--- config.mk ---
export PLATFORM = sky130hd
export DESIGN_NAME = ecc_sweep_engine
export DESIGN_NICKNAME = d
export VERILOG_FILES = /design/src/rtl/sweep_pkg.sv /design/src/rtl/sweep_interval_timer.sv /design/src/rtl/sweep_addr_walker.sv /design/src/rtl/sweep_event_counter.sv /design/src/rtl/ecc_sweep_engine.sv
export SDC_FILE = /design/constraint.sdc
export NUM_CORES = 1
export LEC_CHECK = 0
export CAP_MARGIN = 20
export CELL_PAD_IN_SITES_DETAIL_PLACEMENT = 0
export CELL_PAD_IN_SITES_GLOBAL_PLACEMENT = 1
export CORE_AREA = 2 2 80 159
export DETAILED_ROUTE_END_ITERATION = 6
export DIE_AREA = 0 0 82 161
export PLACE_DENSITY = 0.77
export SYNTH_ARGS = -nofsm -noshare
export SYNTH_HDL_FRONTEND = slang
export SYNTH_SLANG_ARGS = --single-unit
--- constraint.sdc ---
create_clock -name clk -period 3 [get_ports clk]
set_clock_uncertainty 0.2 [all_clocks]
set_input_delay 0.6 -clock clk [delete_from_list [all_inputs] [get_ports clk]]
set_output_delay 0.6 -clock clk [all_outputs]
set_load 0.005 [all_outputs]
--- src/rtl/sweep_pkg.sv ---
package sweep_pkg;

   typedef enum logic [2:0] {
      PH_IDLE = 3'd0,
      PH_FILL = 3'd1,
      PH_WAIT = 3'd2,
      PH_READ = 3'd3,
      PH_RESP = 3'd4,
      PH_FIX  = 3'd5
   } sweep_phase_t;

   function automatic logic phase_requests(input sweep_phase_t ph);
      return (ph == PH_FILL) || (ph == PH_READ) || (ph == PH_FIX);
   endfunction

   function automatic logic phase_writes(input sweep_phase_t ph);
      return (ph == PH_FILL) || (ph == PH_FIX);
   endfunction

endpackage

--- src/rtl/sweep_interval_timer.sv ---
module sweep_interval_timer #(
   parameter int PERIOD_W   = 8,
   parameter int TICK_SHIFT = 8
) (
   input  logic                clk,
   input  logic                rst_n,
   input  logic                load,
   input  logic [PERIOD_W-1:0] period,
   output logic                expired
);

   localparam int TMR_W = PERIOD_W + TICK_SHIFT;

   logic [TMR_W-1:0] cnt_q;
   logic [TMR_W-1:0] gap;
   logic [TMR_W-1:0] load_val;

   always_comb begin
      gap = TMR_W'(period) << TICK_SHIFT;
      load_val = (gap == '0) ? '0 : gap - TMR_W'(1);
   end

   always_ff @(posedge clk or negedge rst_n) begin
      if (!rst_n) begin
         cnt_q <= '0;
      end else if (load) begin
         cnt_q <= load_val;
      end else if (cnt_q != '0) begin
         cnt_q <= cnt_q - TMR_W'(1);
      end
   end

   assign expired = (cnt_q == '0);

endmodule

--- src/rtl/sweep_addr_walker.sv ---
module sweep_addr_walker #(
   parameter int MAX_ADDR_W = 10,
   parameter int SEL_W      = 4
) (
   input  logic                  clk,
   input  logic                  rst_n,
   input  logic                  capture,
   input  logic [SEL_W-1:0]      cfg_bits,
   input  logic                  clear,
   input  logic                  step,
   output logic [MAX_ADDR_W-1:0] addr,
   output logic                  at_last
);

   logic [MAX_ADDR_W-1:0] addr_q;
   logic [MAX_ADDR_W-1:0] last_q;
   logic [MAX_ADDR_W-1:0] mask;
   int                    eff;

   always_comb begin
      eff = int'({{(32-SEL_W){1'b0}}, cfg_bits});
      if (eff == 0 || eff > MAX_ADDR_W) eff = MAX_ADDR_W;
      for (int i = 0; i < MAX_ADDR_W; i++) begin
         mask[i] = (i < eff);
      end
   end

   always_ff @(posedge clk or negedge rst_n) begin
      if (!rst_n) begin
         addr_q <= '0;
         last_q <= '1;
      end else if (capture) begin
         addr_q <= '0;
         last_q <= mask;
      end else if (clear) begin
         addr_q <= '0;
      end else if (step) begin
         addr_q <= (addr_q == last_q) ? '0 : addr_q + MAX_ADDR_W'(1);
      end
   end

   assign addr    = addr_q;
   assign at_last = (addr_q == last_q);

endmodule

--- src/rtl/sweep_event_counter.sv ---
module sweep_event_counter #(
   parameter int CNT_W    = 16,
   parameter bit SATURATE = 1'b1
) (
   input  logic             clk,
   input  logic             rst_n,
   input  logic             inc,
   output logic [CNT_W-1:0] count
);

   logic [CNT_W-1:0] cnt_q;

   generate
      if (SATURATE) begin : g_sat
         always_ff @(posedge clk or negedge rst_n) begin
            if (!rst_n)                   cnt_q <= '0;
            else if (inc && cnt_q != '1) cnt_q <= cnt_q + CNT_W'(1);
         end
      end else begin : g_wrap
         always_ff @(posedge clk or negedge rst_n) begin
            if (!rst_n)   cnt_q <= '0;
            else if (inc) cnt_q <= cnt_q + CNT_W'(1);
         end
      end
   endgenerate

   assign count = cnt_q;

endmodule

--- src/rtl/ecc_sweep_engine.sv ---
module ecc_sweep_engine #(
   parameter int MAX_ADDR_W = 10,
   parameter int PERIOD_W   = 8,
   parameter int TICK_SHIFT = 8,
   parameter int CNT_W      = 16,
   parameter bit SATURATE   = 1'b1,
   parameter int SEL_W      = $clog2(MAX_ADDR_W + 1)
) (
   input  logic                  clk,
   input  logic                  rst_n,
   input  logic                  ecc_en,
   input  logic                  start,
   input  logic [SEL_W-1:0]      cfg_addr_bits,
   input  logic [PERIOD_W-1:0]   cfg_period,
   output logic                  cmd_req,
   output logic                  cmd_write,
   output logic [MAX_ADDR_W-1:0] cmd_addr,
   input  logic                  cmd_gnt,
   input  logic                  rd_valid,
   input  logic                  rd_single,
   input  logic                  rd_double,
   output logic                  init_done,
   output logic [CNT_W-1:0]      ce_count,
   output logic [CNT_W-1:0]      ue_count,
   output logic [CNT_W-1:0]      pass_count
);
   import sweep_pkg::*;

   generate
      if (MAX_ADDR_W < 1 || MAX_ADDR_W > 30) begin : g_bad_addr
         $error("MAX_ADDR_W must lie in 1..30");
      end
      if (SEL_W < $clog2(MAX_ADDR_W + 1) || SEL_W > 31) begin : g_bad_sel
         $error("SEL_W too narrow for MAX_ADDR_W");
      end
      if (PERIOD_W < 1 || TICK_SHIFT < 0 || PERIOD_W + TICK_SHIFT > 31) begin : g_bad_tmr
         $error("timer width out of range");
      end
      if (CNT_W < 1) begin : g_bad_cnt
         $error("CNT_W must be positive");
      end
   endgenerate

   sweep_phase_t phase_q, phase_d;
   logic         done_q, done_d;
   logic         capture, clear_addr, step_addr, tmr_load;
   logic         ce_inc, ue_inc, pass_inc;
   logic         expired, at_last;
   logic [MAX_ADDR_W-1:0] addr;

   always_comb begin
      phase_d    = phase_q;
      done_d     = done_q;
      capture    = 1'b0;
      clear_addr = 1'b0;
      step_addr  = 1'b0;
      tmr_load   = 1'b0;
      ce_inc     = 1'b0;
      ue_inc     = 1'b0;
      pass_inc   = 1'b0;
      if (!ecc_en) begin
         phase_d = PH_IDLE;
         done_d  = 1'b0;
      end else begin
         unique case (phase_q)
            PH_IDLE: begin
               if (start) begin
                  capture = 1'b1;
                  phase_d = PH_FILL;
               end
            end
            PH_FILL: begin
               if (cmd_gnt) begin
                  if (at_last) begin
                     done_d     = 1'b1;
                     clear_addr = 1'b1;
                     tmr_load   = 1'b1;
                     phase_d    = PH_WAIT;
                  end else begin
                     step_addr = 1'b1;
                  end
               end
            end
            PH_WAIT: begin
               if (expired) phase_d = PH_READ;
            end
            PH_READ: begin
               if (cmd_gnt) phase_d = PH_RESP;
            end
            PH_RESP: begin
               if (rd_valid) begin
                  if (rd_double) begin
                     ue_inc    = 1'b1;
                     step_addr = 1'b1;
                     pass_inc  = at_last;
                     tmr_load  = 1'b1;
                     phase_d   = PH_WAIT;
                  end else if (rd_single) begin
                     ce_inc  = 1'b1;
                     phase_d = PH_FIX;
                  end else begin
                     step_addr = 1'b1;
                     pass_inc  = at_last;
                     tmr_load  = 1'b1;
                     phase_d   = PH_WAIT;
                  end
               end
            end
            PH_FIX: begin
               if (cmd_gnt) begin
                  step_addr = 1'b1;
                  pass_inc  = at_last;
                  tmr_load  = 1'b1;
                  phase_d   = PH_WAIT;
               end
            end
            default: phase_d = PH_IDLE;
         endcase
      end
   end

   always_ff @(posedge clk or negedge rst_n) begin
      if (!rst_n) begin
         phase_q <= PH_IDLE;
         done_q  <= 1'b0;
      end else begin
         phase_q <= phase_d;
         done_q  <= done_d;
      end
   end

   sweep_interval_timer #(
      .PERIOD_W   (PERIOD_W),
      .TICK_SHIFT (TICK_SHIFT)
   ) u_timer (
      .clk     (clk),
      .rst_n   (rst_n),
      .load    (tmr_load),
      .period  (cfg_period),
      .expired (expired)
   );

   sweep_addr_walker #(
      .MAX_ADDR_W (MAX_ADDR_W),
      .SEL_W      (SEL_W)
   ) u_walker (
      .clk      (clk),
      .rst_n    (rst_n),
      .capture  (capture),
      .cfg_bits (cfg_addr_bits),
      .clear    (clear_addr),
      .step     (step_addr),
      .addr     (addr),
      .at_last  (at_last)
   );

   logic [2:0]             inc_vec;
   logic [2:0][CNT_W-1:0]  cnt_vec;

   assign inc_vec = {pass_inc, ue_inc, ce_inc};

   generate
      for (genvar k = 0; k < 3; k++) begin : g_cnt
         sweep_event_counter #(
            .CNT_W    (CNT_W),
            .SATURATE (SATURATE)
         ) u_cnt (
            .clk   (clk),
            .rst_n (rst_n),
            .inc   (inc_vec[k]),
            .count (cnt_vec[k])
         );
      end
   endgenerate

   assign ce_count   = cnt_vec[0];
   assign ue_count   = cnt_vec[1];
   assign pass_count = cnt_vec[2];

   assign cmd_req   = phase_requests(phase_q);
   assign cmd_write = phase_writes(phase_q);
   assign cmd_addr  = addr;
   assign init_done = done_q;

endmodule

==> results of run 1 <==
==> cell type report <==
class / count / area share
multi-input combinational: 396 / 0.417
clock inverter: 6 / 0.00693
timing repair buffer: 99 / 0.155
antenna: 1 / 0.000396
inverter: 8 / 0.00475
sequential: 88 / 0.351
clock buffer: 10 / 0.0362
tap: 147 / 0.0291
==> cell usage after synthesis, types with 3 or more instances <==
cell type  count
xnor2_1       40
dfrtp_1       78
nand2_1       53
nor3b_1        7
and4_1         6
or3_1          8
and2_1         5
nand4_1       27
or4_1          5
o2bb2ai_1      5
dfstp_2       10
a31oi_1        6
nand2b_1      10
o31ai_1       10
nand4b_1       5
inv_1          7
buf_2          6
clkbuf_1       9
xor2_1        17
nor2b_1        4
mux2i_1       18
o311ai_2       3
and3_1        17
nor4_1         8
ha_1           7
o21ai_0       13
nor3_1        20
a21oi_1       15
mux2_2         6
nor2_1        32
nand3_1       22
nor4b_1        3
==> power groups by stage <==
stage	logic (mW)	registers, mW	clock network [mW]
final	0.735	1.56	1.02
after global routing	0.849	1.58	1.11
after CTS	0.746	1.56	1.07
after detailed placement	0.737	1.58	0
after global placement	0.730	1.58	0
after floorplan	0.522	1.52	0
==> placed cells by master, fill, tap and decap left out, types with 3 or more instances in the layout <==
| cell | netlist | routed |
|---|---|---|
| nand4_1 | 27 | 27 |
| o31ai_1 | 10 | 10 |
| buf_4 | 2 | 16 |
| clkinvlp_4 | 0 | 3 |
| mux2_2 | 6 | 6 |
| nand3_1 | 22 | 22 |
| nand2_1 | 53 | 53 |
| inv_1 | 7 | 7 |
| nor4b_1 | 3 | 3 |
| or3_1 | 8 | 8 |
| buf_12 | 0 | 3 |
| nor2_1 | 32 | 32 |
| or4_1 | 5 | 5 |
| nor4_1 | 8 | 7 |
| nor3b_1 | 7 | 7 |
| ha_1 | 7 | 7 |
| xor2_1 | 17 | 17 |
| nand4b_1 | 5 | 5 |
| dfstp_2 | 10 | 10 |
| and3_1 | 17 | 17 |
| mux2i_1 | 18 | 18 |
| a31oi_1 | 6 | 6 |
| and2_1 | 5 | 5 |
| o2bb2ai_1 | 5 | 5 |
| and4_1 | 6 | 6 |
| clkbuf_16 | 0 | 9 |
| nor3_1 | 20 | 20 |
| nor2b_1 | 4 | 4 |
| clkdlybuf4s50_1 | 0 | 79 |
| nand2b_1 | 10 | 10 |
| dfrtp_1 | 78 | 78 |
| a21oi_1 | 15 | 15 |
| xnor2_1 | 40 | 40 |
| o21ai_0 | 13 | 13 |
| o311ai_2 | 3 | 3 |
==> registers in the layout, summed over array words and instances, names as in the netlist <==
signal and cells:
u_timer.cnt_q 16, g_cnt.u_cnt.count 48, u_walker.last_q 10, init_done 1, phase_q 3, u_walker.addr 10
==> cell families after synthesis <==
group | synth area share
and+or+nand+nor | 0.269
DFF | 0.445
muxes | 0.0498
xor gates and xnor gates | 0.100
AOI/OAI and AO/OA | 0.0915
adders and majority gates | 0.0176
buffers and inverters | 0.0272
==> per-layer routing <==
metal  track usage  share of wire  up-vias
met2         0.282           0.48       96
met4        0.0674          0.020        0
li1              -              -     2047
met1         0.253           0.45     1927
met5             0              0        -
met3        0.0352          0.041       13
==> critical path, stage by stage <==
cell and delay, ns:
clkdlybuf4s50_1 0.44, inv_1 0.07, ha_1 0.16, or3b_1 0.37, or3_1 0.37, nor3_1 0.30, nor2_1 0.07, mux2_2 0.26
==> final timing paths <==
| path | from | end | slack (ns) | cells past startpoint |
|---|---|---|---|---|
| setup / recovery | cfg_period[1] | u_timer.cnt_q[9] | 0.38 | 8 |
| hold / removal | u_walker.last_q[9] | u_walker.last_q[9] | 0.29 | 2 |
| setup reg to reg | g_cnt[2].u_cnt.count[0] | g_cnt[2].u_cnt.count[1] | 0.60 | 6 |
| hold reg to reg | u_walker.last_q[9] | u_walker.last_q[9] | 0.29 | 2 |
| max in group asynchronous | rst_n | u_walker.last_q[1] | 1.50 | 3 |
| min in group asynchronous | rst_n | g_cnt[1].u_cnt.count[14] | 0.50 | 2 |
==> repair_timing <==
item / CTS / global route
resized for setup: 0 / 0
hold endpoints to repair: 20 / 0
hold buffers: 1 / 0
==> results.md, run 1 <==
- Min-delay worst type: flop to flop
- Post-layout util: 0.527
- I/O pin count: around 80
- Die height: ~160 µm
- Top FF cell, synth: dfrtp_1
- Sequential cell area fraction in the yosys report: 0.445
- Initial Utilization: 0.415
- Outcome: completed
- Combinational power share: 0.222
- Final wirelength: roughly 11,000 µm
- First DRT Iteration DRCs: slightly below 200
- Share of cells above drive strength 1: 0.100
- Total power draw: 3.32 mW
- HPWL Detailed: just over 8000 µm
- Maximum clock rate: 381 MHz
- Num CTS Buffers: 9
- Synth Cell Area: about 5000 µm²
- Worst path required time: 3.02 ns
- Slew @ Worst Pin: 0.565 ns
- Critical path type: input pin to flop
- First-pass detailed-route iteration total: 4
- Root cell of the clock tree: clkbuf_16
- Worst-Skew Late Latency: roughly 0.34 ns
- # Post-CTS Setup Buffers: 0
- Setup tns final: 0 ns
- Leakage: between 2 and 3 nW
- Final setup fails: 0
- Worst-path clk slew: ~0.070 ns
- Area of the multi-input gates: roughly 2600 µm²
- IO Port Bufs: 80
- GRT Resource Usage Total: 0.183
- Gr ovfl total: 0
- Final WS setup: ~0.38 ns
- Hold WS: ~0.29 ns
- Syn avg cell area: approximately 10 µm²
- Sequential share of power: 0.470
- Pin count of the biggest net entering global routing: 49
- Yosys reg bits: about 90
- Vias in the first global route: ~4,100
- Register area: approximately 2200 µm²
- Drc violations: 0
- Synth top area share: 0.392
- CTS tree: done
- Initial antenna violation count: 1
- Yosys warns: 0
- Via count: about 4,100
- RSZ-0062 raised after global routing: no
- Die ar.: between 10,000 and 15,000 µm²
- Net switching power: ~1 mW
- Row count: 57
- Avg WL per Cell: around 15 µm
- Post-DRT Antenna Nets: 0
- First-pass GRT wire length: a little under 20,000 µm
- Max-slew headroom: 0.621
- GPL Wtd Cong: around 0.8
- Clock Path Buffers: 2
- Int Pwr: roughly 2.3 mW
- Pwr/cell area: approximately 530 nW/µm²
- Fillcell total: approximately 1,100
- Die Width: ~80 µm
- Slew Viols, Final: 0
- Synthesized Nets: about 540
- Nets@finish: approximately 630
- Sw Share: 0.299
- Clk sinks: between 80 and 90
- Clk network pwr share: 0.308
- H-tree depth: 3
- Area growth syn-to-layout: 27.0%
- Post-synth EDFFs: 0
- Worst setup EP type: flop
- Core ar.: 12,000 µm²
- Post-synth top area cell: dfrtp_1
- Critical path launch point type: input pin
- DP Worst Slack: a little under 0.06 ns
- Synth top area cells: dfrtp_1 39%, xnor2_1 7.0%, dfstp_2 5.3%
- VDD IR max: 435 µV
- Arr. time, crit path: between 2 and 3 ns
- Non-filler cells, final: between 700 and 800
- DP Cell Count: between 700 and 800
- Async set-or-reset flop fraction in the synthesized netlist: 1.00
- Max-Cap Viols: 0
- Period utilization: 0.875
- Vias per Instance: 5.41
- Cell count after synthesis: around 510
- Post-route cell area: ~6300 µm²
- Crit-path max FO: 4
- Final hold violation count: 0
- Cell area after placement: between 6000 and 7000 µm²
- Synth cell types: 57
- Tmin final: 2.62 ns
Note: power is estimated with default switching activity, not from simulation.
==> run 2: changes to the inputs <==
CTS_CLUSTER_DIAMETER = 30   (was unset)
==> results of run 2 <==
The final DEF is identical to that of run 1; final timing and power are the same.
